--- src/rtl/shn_pkg.sv ---
package shn_pkg;
  localparam int SHN_AMT_W = 5;
  localparam int SHN_CTL_W = 5 + SHN_AMT_W;

  typedef struct packed {
    logic                 dbl;    // operand spans accumulator and extension
    logic                 sgn;    // top accumulator bit moves with the rest
    logic                 rnd;    // add last bit shifted out (right only)
    logic                 ovfen;  // flag 1s lost off the top (fixed left only)
    logic                 left;   // direction
    logic [SHN_AMT_W-1:0] amt;    // step count, all ones means normalize
  } shn_ctl_t;

  function automatic shn_ctl_t shn_decode(input logic [SHN_CTL_W-1:0] raw);
    shn_ctl_t c;
    c.dbl   = raw[SHN_CTL_W-1];
    c.sgn   = raw[SHN_CTL_W-2];
    c.rnd   = raw[SHN_CTL_W-3];
    c.ovfen = raw[SHN_CTL_W-4];
    c.left  = raw[SHN_CTL_W-5];
    c.amt   = raw[SHN_AMT_W-1:0];
    return c;
  endfunction
endpackage

--- src/rtl/shn_step.sv ---
module shn_step #(
  parameter int W = 26
) (
  input  logic [W-1:0] a_i,
  input  logic [W-1:0] b_i,
  input  logic         dbl_i,
  input  logic         sgn_i,
  input  logic         left_i,
  output logic [W-1:0] a_o,
  output logic [W-1:0] b_o,
  output logic         out_o
);
  logic fill_lo;

  assign fill_lo = dbl_i ? b_i[W-1] : 1'b0;

  always_comb begin
    a_o   = a_i;
    b_o   = b_i;
    out_o = 1'b0;
    if (left_i) begin
      out_o = sgn_i ? a_i[W-1] : a_i[W-2];
      if (sgn_i) a_o = {a_i[W-2:0], fill_lo};
      else       a_o = {a_i[W-1], a_i[W-3:0], fill_lo};
      if (dbl_i) b_o = {b_i[W-2:0], 1'b0};
    end else begin
      out_o = dbl_i ? b_i[0] : a_i[0];
      if (sgn_i) a_o = {1'b0, a_i[W-1:1]};
      else       a_o = {a_i[W-1], 1'b0, a_i[W-2:1]};
      if (dbl_i) b_o = {a_i[0], b_i[W-1:1]};
    end
  end
endmodule

--- src/rtl/shn_round.sv ---
module shn_round #(
  parameter int W = 26
) (
  input  logic [W-1:0] a_i,
  input  logic [W-1:0] b_i,
  input  logic         dbl_i,
  input  logic         sgn_i,
  input  logic         inc_i,
  output logic [W-1:0] a_o,
  output logic [W-1:0] b_o
);
  localparam int DW = 2 * W;

  logic [DW-1:0] sum_dbl;
  logic [W-1:0]  sum_sgl;

  assign sum_dbl = {a_i, b_i} + {{(DW-1){1'b0}}, inc_i};
  assign sum_sgl = a_i + {{(W-1){1'b0}}, inc_i};

  always_comb begin
    if (dbl_i) begin
      a_o = sum_dbl[DW-1:W];
      b_o = sum_dbl[W-1:0];
    end else begin
      a_o = sum_sgl;
      b_o = b_i;
    end
    // a held sign absorbs no carry: the magnitude wraps instead
    if (!sgn_i) a_o[W-1] = a_i[W-1];
  end
endmodule

--- src/rtl/shn_seq.sv ---
module shn_seq #(
  parameter int AMT_W = 5,
  parameter int LIMIT = 25
) (
  input  logic             clk,
  input  logic             rst_sn,
  input  logic             start_i,
  input  logic             float_i,
  input  logic             hit_i,
  input  logic [AMT_W-1:0] amt_i,
  output logic             load_o,
  output logic             shift_o,
  output logic             finish_o,
  output logic             run_o,
  output logic [AMT_W-1:0] cnt_o
);
  localparam logic [AMT_W-1:0] LIM = AMT_W'(LIMIT);

  logic             run_q, run_d;
  logic [AMT_W-1:0] cnt_q, cnt_d;
  logic             at_end;

  always_comb begin
    at_end   = float_i ? (hit_i || cnt_q == LIM) : (cnt_q == amt_i);
    load_o   = !run_q && start_i;
    finish_o = run_q && at_end;
    shift_o  = run_q && !at_end;
    run_d    = run_q;
    cnt_d    = cnt_q;
    if (load_o) begin
      run_d = 1'b1;
      cnt_d = '0;
    end else if (finish_o) begin
      run_d = 1'b0;
    end else if (shift_o) begin
      cnt_d = cnt_q + 1'b1;
    end
  end

  always_ff @(posedge clk or negedge rst_sn) begin
    if (!rst_sn) begin
      run_q <= 1'b0;
      cnt_q <= '0;
    end else begin
      run_q <= run_d;
      cnt_q <= cnt_d;
    end
  end

  assign run_o = run_q;
  assign cnt_o = cnt_q;

  // a normalize never runs past its step cap
  p_float_limit_r9: assert property (@(posedge clk) disable iff (!rst_sn)
    (run_q && float_i) |-> (cnt_q <= LIM));
endmodule

--- src/rtl/shn_unit.sv ---
module shn_unit #(
  parameter int W     = 26,
  parameter int LIMIT = W - 1
) (
  input  logic                         clk,
  input  logic                         rst_n,
  input  logic                         start_i,
  input  logic [shn_pkg::SHN_CTL_W-1:0] ctrl_i,
  input  logic [W-1:0]                 a_i,
  input  logic [W-1:0]                 b_i,
  output logic                         done_o,
  output logic [W-1:0]                 res_a_o,
  output logic [W-1:0]                 res_b_o,
  output logic [W-1:0]                 store_o,
  output logic [shn_pkg::SHN_AMT_W-1:0] count_o,
  output logic                         ovf_o
);
  import shn_pkg::*;
  localparam int AW = SHN_AMT_W;

  logic rs0_q, rst_sn;
  always_ff @(posedge clk or negedge rst_n) begin
    if (!rst_n) {rst_sn, rs0_q} <= 2'b00;
    else        {rst_sn, rs0_q} <= {rs0_q, 1'b1};
  end

  shn_ctl_t       ctl_q, ctl_d;
  logic [W-1:0]   wa_q, wa_d, wb_q, wb_d;
  logic           last_q, last_d, ovf_q, ovf_d;
  logic [W-1:0]   ra_d, rb_d, st_d;
  logic [AW-1:0]  cnt_res_d;
  logic           ovf_res_d;
  logic           is_float, hit, load, shift, finish, run;
  logic [AW-1:0]  cnt;
  logic [W-1:0]   sa, sb, rda, rdb;
  logic           sout;

  assign is_float = &ctl_q.amt;
  assign hit = ctl_q.left ? (ctl_q.sgn ? wa_q[W-1] : wa_q[W-2]) : wa_q[0];

  shn_seq #(.AMT_W(AW), .LIMIT(LIMIT)) u_seq (
    .clk(clk), .rst_sn(rst_sn), .start_i(start_i), .float_i(is_float),
    .hit_i(hit), .amt_i(ctl_q.amt), .load_o(load), .shift_o(shift),
    .finish_o(finish), .run_o(run), .cnt_o(cnt));

  shn_step #(.W(W)) u_step (
    .a_i(wa_q), .b_i(wb_q), .dbl_i(ctl_q.dbl), .sgn_i(ctl_q.sgn),
    .left_i(ctl_q.left), .a_o(sa), .b_o(sb), .out_o(sout));

  shn_round #(.W(W)) u_round (
    .a_i(wa_q), .b_i(wb_q), .dbl_i(ctl_q.dbl), .sgn_i(ctl_q.sgn),
    .inc_i(ctl_q.rnd && !ctl_q.left && last_q), .a_o(rda), .b_o(rdb));

  always_comb begin
    ctl_d     = ctl_q;
    wa_d      = wa_q;
    wb_d      = wb_q;
    last_d    = last_q;
    ovf_d     = ovf_q;
    ra_d      = res_a_o;
    rb_d      = res_b_o;
    st_d      = store_o;
    cnt_res_d = count_o;
    ovf_res_d = ovf_o;
    if (load) begin
      ctl_d  = shn_decode(ctrl_i);
      wa_d   = a_i;
      wb_d   = b_i;
      last_d = 1'b0;
      ovf_d  = 1'b0;
    end else if (shift) begin
      wa_d   = sa;
      wb_d   = sb;
      last_d = sout;
      if (ctl_q.left && ctl_q.ovfen && !is_float) ovf_d = ovf_q | sout;
    end
    if (finish) begin
      st_d      = rda;
      rb_d      = rdb;
      ra_d      = is_float ? {{(W-AW){1'b0}}, cnt} : rda;
      cnt_res_d = cnt;
      ovf_res_d = ovf_q;
    end
  end

  always_ff @(posedge clk or negedge rst_sn) begin
    if (!rst_sn) begin
      ctl_q   <= '0;
      wa_q    <= '0;
      wb_q    <= '0;
      last_q  <= 1'b0;
      ovf_q   <= 1'b0;
      done_o  <= 1'b0;
      res_a_o <= '0;
      res_b_o <= '0;
      store_o <= '0;
      count_o <= '0;
      ovf_o   <= 1'b0;
    end else begin
      ctl_q   <= ctl_d;
      wa_q    <= wa_d;
      wb_q    <= wb_d;
      last_q  <= last_d;
      ovf_q   <= ovf_d;
      done_o  <= finish;
      res_a_o <= ra_d;
      res_b_o <= rb_d;
      store_o <= st_d;
      count_o <= cnt_res_d;
      ovf_o   <= ovf_res_d;
    end
  end

  // completion is a single-cycle pulse
  p_done_pulse_r11: assert property (@(posedge clk) disable iff (!rst_sn)
    done_o |=> !done_o);
  // a held sign survives every step
  p_sign_hold_r2: assert property (@(posedge clk) disable iff (!rst_sn)
    (shift && !ctl_q.sgn) |=> (wa_q[W-1] == $past(wa_q[W-1])));
  // right shifts never report overflow
  p_no_ovf_right_r5: assert property (@(posedge clk) disable iff (!rst_sn)
    (done_o && !ctl_q.left) |-> !ovf_o);
  // normalize never reports overflow
  p_float_no_ovf_r10: assert property (@(posedge clk) disable iff (!rst_sn)
    (done_o && is_float) |-> !ovf_o);
  // normalize replaces the accumulator result with the count
  p_float_count_r8: assert property (@(posedge clk) disable iff (!rst_sn)
    (done_o && is_float) |-> (res_a_o[W-1:AW] == '0 && res_a_o[AW-1:0] == count_o));
  // a start while running leaves the captured setup alone
  p_busy_ignore_r12: assert property (@(posedge clk) disable iff (!rst_sn)
    (run && start_i) |=> $stable(ctl_q));
endmodule

--- config.mk ---
export PLATFORM = sky130hd
export DESIGN_NAME = shn_unit
export DESIGN_NICKNAME = d
export VERILOG_FILES = /design/src/rtl/shn_pkg.sv /design/src/rtl/shn_step.sv /design/src/rtl/shn_round.sv /design/src/rtl/shn_seq.sv /design/src/rtl/shn_unit.sv
export SDC_FILE = /design/constraint.sdc
export NUM_CORES = 1
export LEC_CHECK = 0
export BUFFER_PORTS_ARGS = -buffer_cell sky130_fd_sc_hd__buf_4
export CORE_MARGIN = 2
export CORE_UTILIZATION = 57
export CTS_CLUSTER_DIAMETER = 120
export DETAILED_ROUTE_END_ITERATION = 12
export GPL_TIMING_DRIVEN = 0
export PLACE_DENSITY_LB_ADDON = 0.25
export SLEW_MARGIN = 10
export SYNTH_ARGS = -nofsm -noshare
export SYNTH_HDL_FRONTEND = slang
export SYNTH_HIERARCHICAL = 1
export SYNTH_SLANG_ARGS = --single-unit
--- constraint.sdc ---
create_clock -name clk -period 5.5 [get_ports clk]
set_clock_uncertainty 0.2 [all_clocks]
set_input_delay 0.825 -clock clk [delete_from_list [all_inputs] [get_ports clk]]
set_output_delay 0.825 -clock clk [all_outputs]
set_load 0.01 [all_outputs]
# After elaboration in Yosys (flattened, before gate mapping)
# Cells that the tools add are included.
[totals] regBits=157 in_bits=65 output_inout_bits=85
[classes] n_addsub=3 n_eq_ne=3 muxes=30 bitwise=1 reduce_logical=22
[op_table] op="$mux W26" count=13
[op_table] op="$add A52 B1 Y52" count=1
[op_table] op="$add A26 B1 Y26" count=1
[op_table] op="$mux W5" count=3
[op_table] op="$mux W1" count=14
[op_table] op="$reduce_bool A2 Y1" count=5
[op_table] op="$reduce_and A2 Y1" count=4
[op_table] op="$logic_and A1 B1 Y1" count=7
[op_table] op="$add A5 B1 Y5 const B" count=1
[op_table] op="$eq A5 B5 Y1" count=1
[op_table] op="$eq A5 B5 Y1 const B" count=1
[op_table] op="$reduce_and A5 Y1" count=1
[op_table] op="$logic_not A1 Y1" count=4
[op_table] op="$ne A2 B2 Y1 const B" count=1
[op_table] op="$logic_or A1 B1 Y1" count=1
[op_table] op="$or A1 B1 Y1" count=1

# Depth between registers and ports, before layout
[logic_depth] depth_word=9 mapped_depth=12 ltp_nobuf=11

# Cells and area by module
# The synthesis kept the hierarchy.
[by_module_without_submodules] module="shn_unit" instances=1 cells_per_inst=528 area_per_inst_um2=6393.6 seq_area_each_um2=3778.6
[by_module_without_submodules] module="shn_round" instances=1 cells_per_inst=181 area_per_inst_um2=1313.8 seq_area_each_um2=0.0
[by_module_without_submodules] module="shn_step" instances=1 cells_per_inst=125 area_per_inst_um2=930.9 seq_area_each_um2=0.0
[by_module_without_submodules] module="shn_seq" instances=1 cells_per_inst=40 area_per_inst_um2=420.4 seq_area_each_um2=150.1

# Least setup slack after synthesis
# Ideal clock, no wire load.
[synth_path] path_kind="reg-to-reg" from="register ctl_q[5] in the netlist's numbering" to="register res_a_o[24]" arrival_time_ps=2391 t_required_ps=5218 slack_ps=2827 path_stages_with_launch=12 path_buffers=1 period_less_slack_ps=2673 path_cell_list="dfrtp_1 nor2_1 ha_1 ha_1 nand3_1 nor3_4 nand4_1 buf_4 a2111oi_4 xor2_1 nand2_1 o22ai_1"
[synth_via] elab_chain_len=6 elab_cells_between_ends=11 cone_classes="add/sub (2); mux (4); reduce/logical (5)"
[synth_rtl] item="start, declared" line_no="shn_unit.sv:27" rtl="shn_ctl_t ctl_q, ctl_d;"
[synth_rtl] item="start signal, assigned" line_no="shn_unit.sv:100" rtl="ctl_q <= ctl_d;"
[synth_rtl] item="$logic_not A1 Y1 *" line_no="shn_unit.sv:52" rtl=".inc_i(ctl_q.rnd && !ctl_q.left && last_q), .a_o(rda), .b_o(rdb));"
[synth_rtl] item="$logic_and A1 B1 Y1 * (2 in series)" line_no="shn_unit.sv:52"
[synth_rtl] item="$add A52 B1 Y52 / $add A26 B1 Y26 (equally long branches)" line_no="shn_round.sv:17, shn_round.sv:18"
[synth_rtl] item="$mux W26 *" line_no="shn_round.sv:21" rtl="if (dbl_i) begin"
[synth_rtl] item="via rda[24]" line_no="shn_unit.sv:35" rtl="logic [W-1:0] sa, sb, rda, rdb;"
[synth_rtl] item="$mux W26 *" line_no="shn_unit.sv:80" rtl="ra_d = is_float ? {{(W-AW){1'b0}}, cnt} : rda;"
[synth_rtl] item="end signal, assigned" line_no="shn_unit.sv:106" rtl="res_a_o <= ra_d;"
[synth_rtl] item="end, declared" line_no="shn_unit.sv:12" rtl="output logic [W-1:0] res_a_o,"
# Mark *: on every way through the listed nets, which the timed path passes. The rest lies on a longest branch.
# A chain may end at the register's enable or synchronous reset.

# Worst setup path after layout
[layout_path] from="register ctl_q[5] in the netlist's numbering" to="register res_a_o[4]"
# The elaborated chain is that of the path after synthesis.

==> results.rst <==
.. list-table::
   :header-rows: 1

   * - Metric
     - Value
   * - Run status
     - complete, no violations
   * - Crit-path max FO
     - 10
   * - Total power divided by cell area
     - 639 mW/mm^2
   * - Launching point of the worst reg2reg path
     - ctl_q[5]
   * - Gr ovfl total
     - 0
   * - Commonest cells in the netlist
     - sky130_fd_sc_hd__dfrtp_1 (157), sky130_fd_sc_hd__nand2_1 (102), sky130_fd_sc_hd__mux2i_1 (83)
   * - Inserted Diodes
     - 0
   * - DRT Pass-1 Iters
     - 5
   * - Number of maximum-capacitance constraint violations
     - 0
   * - Endpoint arrival time on the critical path
     - between 3 and 4 ns
   * - Grt met2 use
     - 0.416
   * - Number of buffers inserted by hold repair at cts
     - 1
   * - Relative slew slack
     - 0.613
   * - Reg2Reg Capture Point
     - res_a_o[4]
   * - Average size of a mapped cell
     - approximately 10 sq um
   * - Reg2Reg Setup Slack
     - 2.05 ns
   * - Final Instance Area
     - 0.0112 sq mm
   * - Most frequent cell on the critical path
     - sky130_fd_sc_hd__ha_1
   * - Startpoint class of the critical path
     - register
   * - Register bit total from synthesis
     - about 160
   * - Classification of the worst-slack hold path
     - register to async pin
   * - Post-DR vias/cell
     - between 5 and 6
   * - Net count of the mapped netlist
     - 945
   * - Most instantiated library cell after synthesis
     - sky130_fd_sc_hd__dfrtp_1
   * - Final sum of negative setup slack
     - 0 ns
   * - Critical path, cell by cell
     - nor2_1 -> ha_1 -> ha_1 -> nand3_1 -> nor3_4 -> nand4_1 -> buf_4 -> a21oi_1 -> xor2_1 -> o21ai_0 -> a31oi_1
   * - FP Rows
     - 46
   * - Hold violation count in the final report
     - 0
   * - Type of element capturing the critical path
     - register
   * - Wire length of the first global-routing pass
     - approximately 35 mm
   * - Routability congestion estimate from global placement
     - 0.848
   * - Proportion of synthesized chip area in sequential cells
     - 0.434
   * - Share of synthesized flip-flops with an asynchronous set or reset
     - 1.00
   * - Dominant delay contributor by cell family on the critical path
     - simple AND/OR/NAND/NOR gates
   * - Setup violators final
     - 0
   * - Internal Pwr Total
     - 4.32 mW
   * - Minimum clock period after layout
     - 3.45 ns
   * - Total buffers and inverters traversed by the critical path
     - 1
   * - Number of nets with antenna violations after routing
     - 0
   * - Number of pins exceeding their max-slew limit in the final report
     - 0
   * - Share of the synthesized area in the top cell type
     - 0.434
   * - Share of power burned in the clock network
     - 0.176
   * - Buffers inserted during post-CTS setup optimization
     - 0
   * - Area added between synthesis and finish
     - 23.1%
   * - Detail-routed net length per standard cell
     - 17.6 um
   * - Netlist Area Pre-Place
     - 0.00906 sq mm
   * - Root Buffer
     - sky130_fd_sc_hd__clkbuf_16
   * - I/O Pins
     - 150
   * - Number of global-route vias before repair
     - ~7k
   * - Critical path class
     - register to register
   * - Share of final-layout standard cells stronger than drive strength 1
     - 0.301
   * - CTS H-Tree Depth
     - 4
   * - Switching component of the power
     - 2.81 mW
   * - Die outline area
     - roughly 0.017 sq mm
   * - Relative contribution of sequential cells to total power
     - 0.338
   * - Dominant cells by area after synthesis
     - sky130_fd_sc_hd__dfrtp_1 (43%), sky130_fd_sc_hd__mux2i_1 (9.2%), sky130_fd_sc_hd__mux2_4 (6.1%)
   * - Number of enable-type register cells in the synthesized netlist
     - 0
   * - Met1 layer usage reported by global route
     - 0.384
   * - Number of antenna violations at the first check in global routing
     - 0
   * - Worst-case vdd ir drop
     - 0.305 mV
   * - Final period utilization
     - 0.628
   * - Maximum number of pins on one net before global-route repair
     - 63
   * - Comb power frac
     - 0.486
   * - Prevailing post-synth register cell
     - sky130_fd_sc_hd__dfrtp_1
   * - Worst-path clk slew
     - 0.07 ns
   * - Die H
     - 130 um
   * - WL final
     - 22.4 mm
   * - Starting Density
     - 0.577
   * - Slew @ Worst Pin
     - 0.580 ns
   * - Delay of the slowest cell on the worst path
     - ~0.46 ns
   * - CTS tree
     - done
   * - Total GRT Usage
     - 0.269
   * - # port buffers
     - 149
   * - GR Util met3
     - 0.0537
   * - Number of standard cells after synthesis
     - about 900
   * - Leak
     - 5.27 nW
   * - Count of instances resized after the clock tree is built
     - 0
   * - Busiest grt layer
     - met2
   * - Filler-free cell count of the finished design
     - 1274
   * - Maximum clock frequency
     - 290 MHz
   * - # DRC
     - 0
   * - Unrepaired setup endpoints after global routing
     - false
   * - Vias
     - 7165
   * - Placed instance area
     - between 0.01 and 0.015 sq mm
   * - Sw Share
     - 0.394
   * - Critical-path cell with the highest stage delay
     - sky130_fd_sc_hd__dfrtp_1
   * - Count of synthesis-stage warnings from yosys
     - 6
   * - HPWL after detailed placement
     - about 16 mm
   * - Number of clock sinks
     - 157
   * - Distinct cell type count of the synthesized netlist
     - 52
   * - Placeable Area
     - 0.0157 sq mm
   * - DRC marker count from the first detailed-route iteration
     - 541
   * - Number of cells on the worst reg-to-reg path
     - 11
   * - Worst skew pair latency
     - around 0.43 ns
   * - Min Hold Slack
     - between 0.1 and 0.15 ns
   * - Number of buffers added by the clock tree synthesis step
     - 17
   * - Required time reported for the critical path endpoint
     - 5.63 ns
   * - Die boundary width
     - about 130 um
   * - Cell taking the most area after synthesis
     - sky130_fd_sc_hd__dfrtp_1
   * - Final net count
     - roughly 1.1k
   * - Number of placed instances with taps included
     - 1241
   * - Clock Path Buffers
     - 2
## stage by stage
step	setup WS, ns	power [mW]	util
after floorplan	0.602	4.73	-
after global placement	-1.18	5.74	0.665
after detailed placement	2.14	5.84	0.669
after CTS	2.08	7.14	0.710
after global routing	1.84	7.58	0.710
final	2.05	7.13	0.710
## cells in the final DEF, fill, tap and decap left out, types with 10 or more instances in the layout
| cell type | count |
|---|---|
| sky130_fd_sc_hd__nand3_1 | 33 |
| sky130_fd_sc_hd__xnor2_1 | 21 |
| sky130_fd_sc_hd__o22ai_1 | 22 |
| sky130_fd_sc_hd__inv_1 | 53 |
| sky130_fd_sc_hd__a21oi_1 | 38 |
| sky130_fd_sc_hd__clkbuf_1 | 11 |
| sky130_fd_sc_hd__mux2_2 | 35 |
| sky130_fd_sc_hd__buf_4 | 151 |
| sky130_fd_sc_hd__xor2_1 | 33 |
| sky130_fd_sc_hd__o21ai_1 | 48 |
| sky130_fd_sc_hd__mux2i_1 | 83 |
| sky130_fd_sc_hd__clkbuf_16 | 17 |
| sky130_fd_sc_hd__mux2_4 | 37 |
| sky130_fd_sc_hd__nand2_1 | 102 |
| sky130_fd_sc_hd__dfrtp_1 | 156 |
| sky130_fd_sc_hd__o21ai_0 | 36 |
| sky130_fd_sc_hd__nand4_1 | 10 |
| sky130_fd_sc_hd__nor2_1 | 43 |
| sky130_fd_sc_hd__buf_6 | 14 |
| sky130_fd_sc_hd__buf_2 | 14 |
## cells by family after synthesis
kind of cell,synth area share
AO/OA/AOI/OAI,0.113
XOR/XNOR,0.0558
adder cells (fa/ha/maj),0.00829
buffers and inverters,0.0691
flip-flops,0.434
multiplexers,0.197
other,0.000414
AND/OR/NAND/NOR,0.123
## flip-flops by register name (all words and copies together) (netlist names)
register	count
u_seq/cnt_o	5
rst_sn	1
ovf_q	1
ctl_q	10
res_a_o	26
store_o	26
rs0_q	1
count_o	5
res_b_o	26
wa_q	26
ovf_o	1
wb_q	26
u_seq/run_o	1
done_o	1
last_q	1
## cell type report
class / instances / area [sq um]
inverter: 53 / 199
clock buffer: 21 / 480
fill: 1229 / 4560
sequential: 157 / 3930
clock inverter: 11 / 155
tap: 216 / 270
timing repair buffer: 152 / 1180
buffer: 51 / 427
multi-input combinational: 613 / 4500
## worst max-delay path by stage
| stage | start | endpoint | slack, ns | depth (start not counted) |
|---|---|---|---|---|
| final | ctl_q[5] | res_a_o[4] | 2.05 | 11 |
| after global routing | ctl_q[5] | res_a_o[24] | 1.84 | 11 |
| after CTS | ctl_q[5] | res_a_o[4] | 2.08 | 11 |
| after detailed placement | ctl_q[5] | res_a_o[24] | 2.14 | 11 |
| after global placement | rst_sn | res_a_o[16] | -1.18 | 0 |
| after floorplan | rst_sn | count_o[0] | 0.60 | 0 |
## power groups by stage
| stage | clock network, mW | logic (mW) | registers [mW] |
|---|---|---|---|
| 6_report | 1.25 | 3.47 | 2.41 |
| 3_5_place_dp | 0 | 3.43 | 2.41 |
| 5_1_grt | 1.31 | 3.77 | 2.50 |
| 3_3_place_gp | 0 | 3.32 | 2.42 |
| 2_1_floorplan | 0 | 2.32 | 2.41 |
| 4_1_cts | 1.27 | 3.47 | 2.40 |
## worst register-to-register path, stage by stage, from the launching register on
cell and delay (ns):
sky130_fd_sc_hd__dfrtp_1 0.46, sky130_fd_sc_hd__nor2_1 0.22, sky130_fd_sc_hd__ha_1 0.25, sky130_fd_sc_hd__ha_1 0.26, sky130_fd_sc_hd__nand3_1 0.20, sky130_fd_sc_hd__nor3_4 0.39, sky130_fd_sc_hd__nand4_1 0.25, sky130_fd_sc_hd__buf_4 0.25
sky130_fd_sc_hd__a21oi_1 0.18, sky130_fd_sc_hd__xor2_1 0.30, sky130_fd_sc_hd__o21ai_0 0.16, sky130_fd_sc_hd__a31oi_1 0.24
## metal layers
layer | vias up | wire length, um
li1 | 3396 | -
met1 | 3505 | 10200
met5 | - | 0
met2 | 232 | 10500
met3 | 32 | 1320
met4 | 0 | 418
Note: power is estimated with default switching activity, not from simulation.
